**config.mk**
```make
export PLATFORM = sky130hd
export DESIGN_NAME = clksw_seq
export DESIGN_NICKNAME = d
export VERILOG_FILES = /design/src/rtl/clksw_pkg.sv /design/src/rtl/clksw_timer.sv /design/src/rtl/clksw_halt.sv /design/src/rtl/clksw_fsm.sv /design/src/rtl/clksw_seq.sv
export SDC_FILE = /design/constraint.sdc
export NUM_CORES = 1
export LEC_CHECK = 0
export ABC_CLOCK_PERIOD_IN_PS = 1800
export BUFFER_PORTS_ARGS = -buffer_cell sky130_fd_sc_hd__buf_2
export CAP_MARGIN = 25
export CORE_UTILIZATION = 56
export DETAILED_ROUTE_END_ITERATION = 6
export PLACE_DENSITY_LB_ADDON = 0.08
export SLEW_MARGIN = 10
export SYNTH_ARGS = -nofsm -noshare
export SYNTH_HDL_FRONTEND = slang
export SYNTH_SLANG_ARGS = --single-unit
```
**constraint.sdc**
```tcl
create_clock -name clk -period 1.8 [get_ports clk]
set_input_delay 0.54 -clock clk [delete_from_list [all_inputs] [get_ports clk]]
set_output_delay 0.54 -clock clk [all_outputs]
set_load 0.01 [all_outputs]
```
**src/rtl/clksw_pkg.sv**
```systemverilog
package clksw_pkg;

  typedef enum logic [3:0] {
    ST_IDLE,
    ST_UP_HALV,
    ST_UP_HSREG,
    ST_UP_VSEL,
    ST_UP_WVOLT,
    ST_UP_OSC,
    ST_UP_WOSC,
    ST_UP_CLK,
    ST_DN_CLK,
    ST_DN_OSC,
    ST_DN_VSEL,
    ST_DN_HSREG,
    ST_DN_HALV
  } sw_state_t;

  typedef struct packed {
    logic halver;
    logic hs_on;
    logic vsel;
    logic osc;
    logic fast;
  } sw_ctl_t;

endpackage

```
**src/rtl/clksw_timer.sv**
```systemverilog
module clksw_timer #(
  parameter int TW = 8
) (
  input  logic          clk,
  input  logic          rst,
  input  logic          load,
  input  logic [TW-1:0] len,
  input  logic          tick,
  output logic          expired
);

  logic [TW-1:0] count;

  always_ff @(posedge clk) begin
    if (rst) begin
      count <= '0;
    end else if (load) begin
      count <= len;
    end else if (tick && count != '0) begin
      count <= count - 1'b1;
    end
  end

  assign expired = (count == '0);


  load_arms_chk: assert property (@(posedge clk) disable iff (rst)
    (load && len != '0) |=> !expired);

endmodule

```
**src/rtl/clksw_halt.sv**
```systemverilog
module clksw_halt (
  input  logic clk,
  input  logic rst,
  input  logic halt_req,
  input  logic busy,
  input  logic fast,
  output logic halt_ack,
  output logic halt_err
);

  logic allowed;
  assign allowed = !busy && !fast;

  always_ff @(posedge clk) begin
    if (rst) begin
      halt_ack <= 1'b0;
      halt_err <= 1'b0;
    end else begin
      halt_ack <= halt_req && allowed;
      halt_err <= halt_req && !allowed;
    end
  end


  halt_ack_slow_chk: assert property (@(posedge clk) disable iff (rst)
    halt_ack |-> !fast);


  halt_excl_chk: assert property (@(posedge clk) disable iff (rst)
    !(halt_ack && halt_err));

endmodule

```
**src/rtl/clksw_fsm.sv**
```systemverilog
module clksw_fsm
  import clksw_pkg::*;
#(
  parameter int VOLT_WAIT = 82,
  parameter int OSC_WAIT  = 164,
  parameter int TW        = 8
) (
  input  logic          clk,
  input  logic          rst,
  input  logic          req_up,
  input  logic          req_down,
  input  logic          halver_req,
  input  logic          tmr_expired,
  output logic          tmr_load,
  output logic [TW-1:0] tmr_len,
  output sw_ctl_t       ctl,
  output logic          busy,
  output logic          done
);

  sw_state_t st;

  assign tmr_load = (st == ST_UP_VSEL) || (st == ST_UP_OSC);
  assign tmr_len  = (st == ST_UP_OSC) ? TW'(OSC_WAIT) : TW'(VOLT_WAIT);

  always_ff @(posedge clk) begin
    if (rst) begin
      st   <= ST_IDLE;
      ctl  <= '0;
      busy <= 1'b0;
      done <= 1'b0;
    end else begin
      done <= 1'b0;
      case (st)
        ST_IDLE: begin
          if (req_up) begin
            if (ctl.fast) begin
              done <= 1'b1;
            end else begin
              busy <= 1'b1;
              st   <= ST_UP_HALV;
            end
          end else if (req_down) begin
            if (!ctl.fast) begin
              done <= 1'b1;
            end else begin
              busy <= 1'b1;
              st   <= ST_DN_CLK;
            end
          end else if (!ctl.fast) begin
            ctl.halver <= halver_req;
          end
        end
        ST_UP_HALV: begin
          ctl.halver <= 1'b0;
          st         <= ST_UP_HSREG;
        end
        ST_UP_HSREG: begin
          ctl.hs_on <= 1'b1;
          st        <= ST_UP_VSEL;
        end
        ST_UP_VSEL: begin
          ctl.vsel <= 1'b1;
          st       <= ST_UP_WVOLT;
        end
        ST_UP_WVOLT: if (tmr_expired) st <= ST_UP_OSC;
        ST_UP_OSC: begin
          ctl.osc <= 1'b1;
          st      <= ST_UP_WOSC;
        end
        ST_UP_WOSC: if (tmr_expired) st <= ST_UP_CLK;
        ST_UP_CLK: begin
          ctl.fast <= 1'b1;
          busy     <= 1'b0;
          done     <= 1'b1;
          st       <= ST_IDLE;
        end
        ST_DN_CLK: begin
          ctl.fast <= 1'b0;
          st       <= ST_DN_OSC;
        end
        ST_DN_OSC: begin
          ctl.osc <= 1'b0;
          st      <= ST_DN_VSEL;
        end
        ST_DN_VSEL: begin
          ctl.vsel <= 1'b0;
          st       <= ST_DN_HSREG;
        end
        ST_DN_HSREG: begin
          ctl.hs_on <= 1'b0;
          st        <= ST_DN_HALV;
        end
        ST_DN_HALV: begin
          ctl.halver <= halver_req;
          busy       <= 1'b0;
          done       <= 1'b1;
          st         <= ST_IDLE;
        end
        default: st <= ST_IDLE;
      endcase
    end
  end


  fast_needs_power_chk: assert property (@(posedge clk) disable iff (rst)
    ctl.fast |-> (!ctl.halver && ctl.osc && ctl.vsel && ctl.hs_on));


  osc_needs_vsel_chk: assert property (@(posedge clk) disable iff (rst)
    ctl.osc |-> ctl.vsel);


  osc_after_wait_chk: assert property (@(posedge clk) disable iff (rst)
    $rose(ctl.osc) |-> $past(tmr_expired));


  clk_after_wait_chk: assert property (@(posedge clk) disable iff (rst)
    $rose(ctl.fast) |-> $past(tmr_expired, 2));


  vsel_rise_no_halver_chk: assert property (@(posedge clk) disable iff (rst)
    $rose(ctl.vsel) |-> !ctl.halver);


  osc_off_after_clk_chk: assert property (@(posedge clk) disable iff (rst)
    $fell(ctl.osc) |-> !ctl.fast);


  done_not_busy_chk: assert property (@(posedge clk) disable iff (rst)
    done |-> !busy);

endmodule

```
**src/rtl/clksw_seq.sv**
```systemverilog
module clksw_seq #(
  parameter int VOLT_WAIT_TICKS = 82,
  parameter int OSC_WAIT_TICKS  = 164
) (
  input  logic clk,
  input  logic rst,
  input  logic slow_tick,
  input  logic req_up,
  input  logic req_down,
  input  logic halver_req,
  input  logic halt_req,
  output logic halver_on,
  output logic hs_reg_on,
  output logic vsel_hi,
  output logic osc_en,
  output logic clk_fast,
  output logic busy,
  output logic done,
  output logic halt_ack,
  output logic halt_err
);
  import clksw_pkg::*;

  localparam int MAXW = (VOLT_WAIT_TICKS > OSC_WAIT_TICKS) ? VOLT_WAIT_TICKS : OSC_WAIT_TICKS;
  localparam int TW   = $clog2(MAXW + 1);

  logic          tmr_load;
  logic [TW-1:0] tmr_len;
  logic          tmr_expired;
  sw_ctl_t       ctl;

  clksw_timer #(.TW(TW)) u_timer (
    .clk     (clk),
    .rst     (rst),
    .load    (tmr_load),
    .len     (tmr_len),
    .tick    (slow_tick),
    .expired (tmr_expired)
  );

  clksw_fsm #(
    .VOLT_WAIT (VOLT_WAIT_TICKS),
    .OSC_WAIT  (OSC_WAIT_TICKS),
    .TW        (TW)
  ) u_fsm (
    .clk         (clk),
    .rst         (rst),
    .req_up      (req_up),
    .req_down    (req_down),
    .halver_req  (halver_req),
    .tmr_expired (tmr_expired),
    .tmr_load    (tmr_load),
    .tmr_len     (tmr_len),
    .ctl         (ctl),
    .busy        (busy),
    .done        (done)
  );

  clksw_halt u_halt (
    .clk      (clk),
    .rst      (rst),
    .halt_req (halt_req),
    .busy     (busy),
    .fast     (ctl.fast),
    .halt_ack (halt_ack),
    .halt_err (halt_err)
  );

  assign halver_on = ctl.halver;
  assign hs_reg_on = ctl.hs_on;
  assign vsel_hi   = ctl.vsel;
  assign osc_en    = ctl.osc;
  assign clk_fast  = ctl.fast;

endmodule

```
==> impl_metrics.py <==
metrics = {
    "cts": {
        "cts_tree": "done",
        "cts_buffers": 3,
        "clk_latency_ns": 0.31,
        "postCtsSetupBuffers": 0,
        "path_clk_slew_ns": 0.13,
        "ctsResizeCount": 0,
        "cts-root-buf": "clkbuf_4",
        "holdBufCountCts": 0,
        "ctsHtreeMaxLevel": 1,
        "cts.sinks": 21,
        "clock_path_buffers": 2,
    },
    "critical_path": {
        "cp.required_ns": 2.01,
        "cp_max_fo": 7,
        "r2r-end": "u_timer.count[4]",
        "critPathKind": "flop to flop",
        "critPathMaxStageDelay_ns": 0.41,
        "path_cells": "inv_1 > ha_1 > or3b_4 > o21ai_4 > a221o_2 > o31ai_2",
        "crit_path_start_kind": "flop",
        "cp-startpoint": "u_timer.count[0]",
        "ff2ff_setup_slack_ns": 0.1,
        "critPathCaptureType": "flop",
        "slowest_stage": "or3b_4",
        "r2r_start": "u_timer.count[0]",
        "critPathArrivalTime_ns": 1.91,
        "r2r_cells": 6,
    },
    "routing": {
        "drt_iter0_drc": 42,
        "wl_per_cell_um": 13.9,
        "drt-total-wl_mm": 2.70,
        "vias_per_cell": 5.96,
        "post-route-drc-count": 0,
        "vias": 1156,
        "ant_nets": 0,
        "drt_pass1_iterations": 4,
    },
    "logic_synthesis": {
        "synth_top_family_by_area": "simple AND/OR/NAND/NOR gates",
        "synth.top_cells.by_area": "dfxtp_1, a21oi_1, nor2_1",
        "synthMuxAreaShare_pct": 3.49,
        "synth_cells": 149,
        "async_flop_share_pct": 0,
        "yosysSeqAreaShare_pct": 33.5,
        "yosys_warnings": 0,
        "avgSynthCellArea_um2": 8.43,
        "yosysTopAreaCell": "dfxtp_1",
        "synthXorXnorAreaFrac_pct": 3.49,
        "synth-edff-count": 0,
        "ys_ff_latch": 21,
        "yosys_most_used_dff": "dfxtp_1",
        "synth_compound_area_share_pct": 23.9,
        "synthSimpleGateAreaFrac_pct": 26.3,
        "synth_adder_area_share_pct": 1.99,
        "syn-cell-area_mm2": 0.00126,
        "syn-num-nets": 158,
        "yosysTopAreaCellShare_pct": 33.5,
        "synth_cell_types": 45,
    },
    "layout": {
        "area_delta_synth_final_pct": 11.7,
        "antenna_cells": 0,
        "mostFrequentLayoutCells": "dfxtp_1, nor2_1, buf_2",
        "final_common_cell": "dfxtp_1",
        "finish.net_count": 177,
        "finalCoreUtilization_pct": 68.7,
        "layout-drive-gt1-share_pct": 24.6,
    },
    "die": {
        "die-height_um": 49.4,
        "dieArea_mm2": 0.00244,
        "start_util_pct": 61.5,
        "ios": 16,
        "die_x_um": 49.4,
        "rows": 16,
        "coreArea_mm2": 0.00204,
    },
    "timing": {
        "fmax_mhz": 587,
        "finalCritPeriodShare_pct": 94.6,
        "relSlewSlack_pct": 67.7,
        "final_max_slew_viol_count": 0,
        "finalHoldViolCount": 0,
        "tightest_slew_ns": 0.484,
        "rsz0062_at_grt": "false",
        "fin_worst_skew_ns": 0.00679,
        "min_period_ns": 1.70,
        "finalSetupViolCount": 0,
        "setup_tns_ns": 0,
    },
    "global_route": {
        "grt_use_total_pct": 24.4,
        "grt_pass1_vias": 1082,
        "grt_antenna_before_repair": 0,
        "grt_first_pass_wirelength_mm": 4.64,
        "grt_max_degree": 24,
        "gr-total-overflow": 0,
    },
    "power_and_ir_drop": {
        "powerDensity_mw_per_mm2": 1610,
        "peakVddDrop_mv": 1.33,
        "finalPower_mw": 2.26,
        "power.leakage_nw": 0.580,
    },
    "place": {
        "place.gp.congestion": 0.858,
        "numPortBuffers": 15,
        "hpwl_mm": 1.92,
    },
    "min_path": {
        "worstHoldPathCells": 2,
        "worstHoldStart": "u_fsm.ctl[2]",
        "worstHoldEndpoint": "u_fsm.ctl[2]",
        "hp-class": "flop to flop",
    },
    "flow_run": {
        "cap_violations": 0,
    },
    "run_status": {
        "status": "finished, final reports clean",
    },
}
[cells by family (layout without fill, tap and decap cells)]
group / Yosys count / count (layout)
AO/OA/AOI/OAI: 43 / 43
XOR/XNOR: 5 / 5
adder cells (fa/ha/maj): 2 / 2
buffers and inverters: 18 / 36
flip-flops: 21 / 21
multiplexers: 4 / 4
AND/OR/NAND/NOR: 56 / 56
[cells in the mapped netlist (2+ instances only)]
cell / count
mux2_2: 3
xnor2_1: 2
a21oi_1: 14
nand2_1: 4
dfxtp_1: 21
or3_1: 2
inv_1: 7
nor2_1: 16
nor4bb_1: 2
and3b_1: 2
nand3b_1: 2
nand3_1: 3
buf_2: 4
o21ai_0: 3
clkbuf_8: 2
clkbuf_1: 5
ha_1: 2
xor2_1: 3
a31oi_1: 9
nor3_1: 6
a21o_1: 3
nand2b_1: 7
o32ai_1: 2
nor4_1: 3
a221o_2: 2
[metrics by stage]
stage / cell area [µm²] / hold slack (ns) / setup slack, ns / instances
after floorplan: 1260 / 0.466 / 0.209 / 149
after global placement: 1370 / 0.455 / 0.160 / 190
after detailed placement: 1370 / 0.467 / 0.0527 / 190
after CTS: 1400 / 0.484 / 0.0417 / 194
after global routing: 1400 / 0.517 / 0.0418 / 194
final: 1400 / 0.484 / 0.0968 / 194
[flip-flops by register name, summed over array words and instances, names as in the netlist]
register / cells
u_fsm.st: 4
u_fsm.done: 1
u_halt.halt_ack: 1
u_halt.halt_err: 1
u_timer.count: 8
u_fsm.ctl: 5
u_fsm.busy: 1
[power by group]
part / internal (mW) / switching, mW
sequential: 0.593 / 0.164
combinational: 0.615 / 0.650
clock: 0.0864 / 0.151
total: 1.29 / 0.966
[worst max-delay path by stage]
stage	end	slack (ns)	cells past startpoint
2_1_floorplan	u_timer.count[4]	0.21	6
3_3_place_gp	u_timer.count[4]	0.16	6
4_1_cts	u_timer.count[4]	0.04	6
6_report	u_timer.count[4]	0.1	6
3_5_place_dp	u_timer.count[4]	0.05	6
5_1_grt	u_timer.count[5]	0.04	6
[metal layers]
layer	up-vias	GRT usage (%)	routed length (µm)
met4	0	8.33	23
met5	-	0	0
met2	49	38.8	1240
li1	577	-	-
met3	4	4.05	170
met1	526	33.1	1270
[final cells by class]
type / instances / area [µm²]
Inverter: 7 / 26.3
Multi-Input combinational cell: 110 / 746
Timing Repair Buffer: 25 / 150
Tap cell: 27 / 33.8
Fill cell: 179 / 639
Sequential cell: 21 / 420
Clock buffer: 4 / 26.3
[critical path, delay by kind of cell, from the launching register on]
kind	cells	cell delay (ns)
AND/OR/NAND/NOR	1	0.41
AO/OA/AOI/OAI	3	0.53
flip-flops	1	0.37
adder cells (fa/ha/maj)	1	0.20
buffers and inverters	1	0.11
Power figures use the tool's default switching activity.
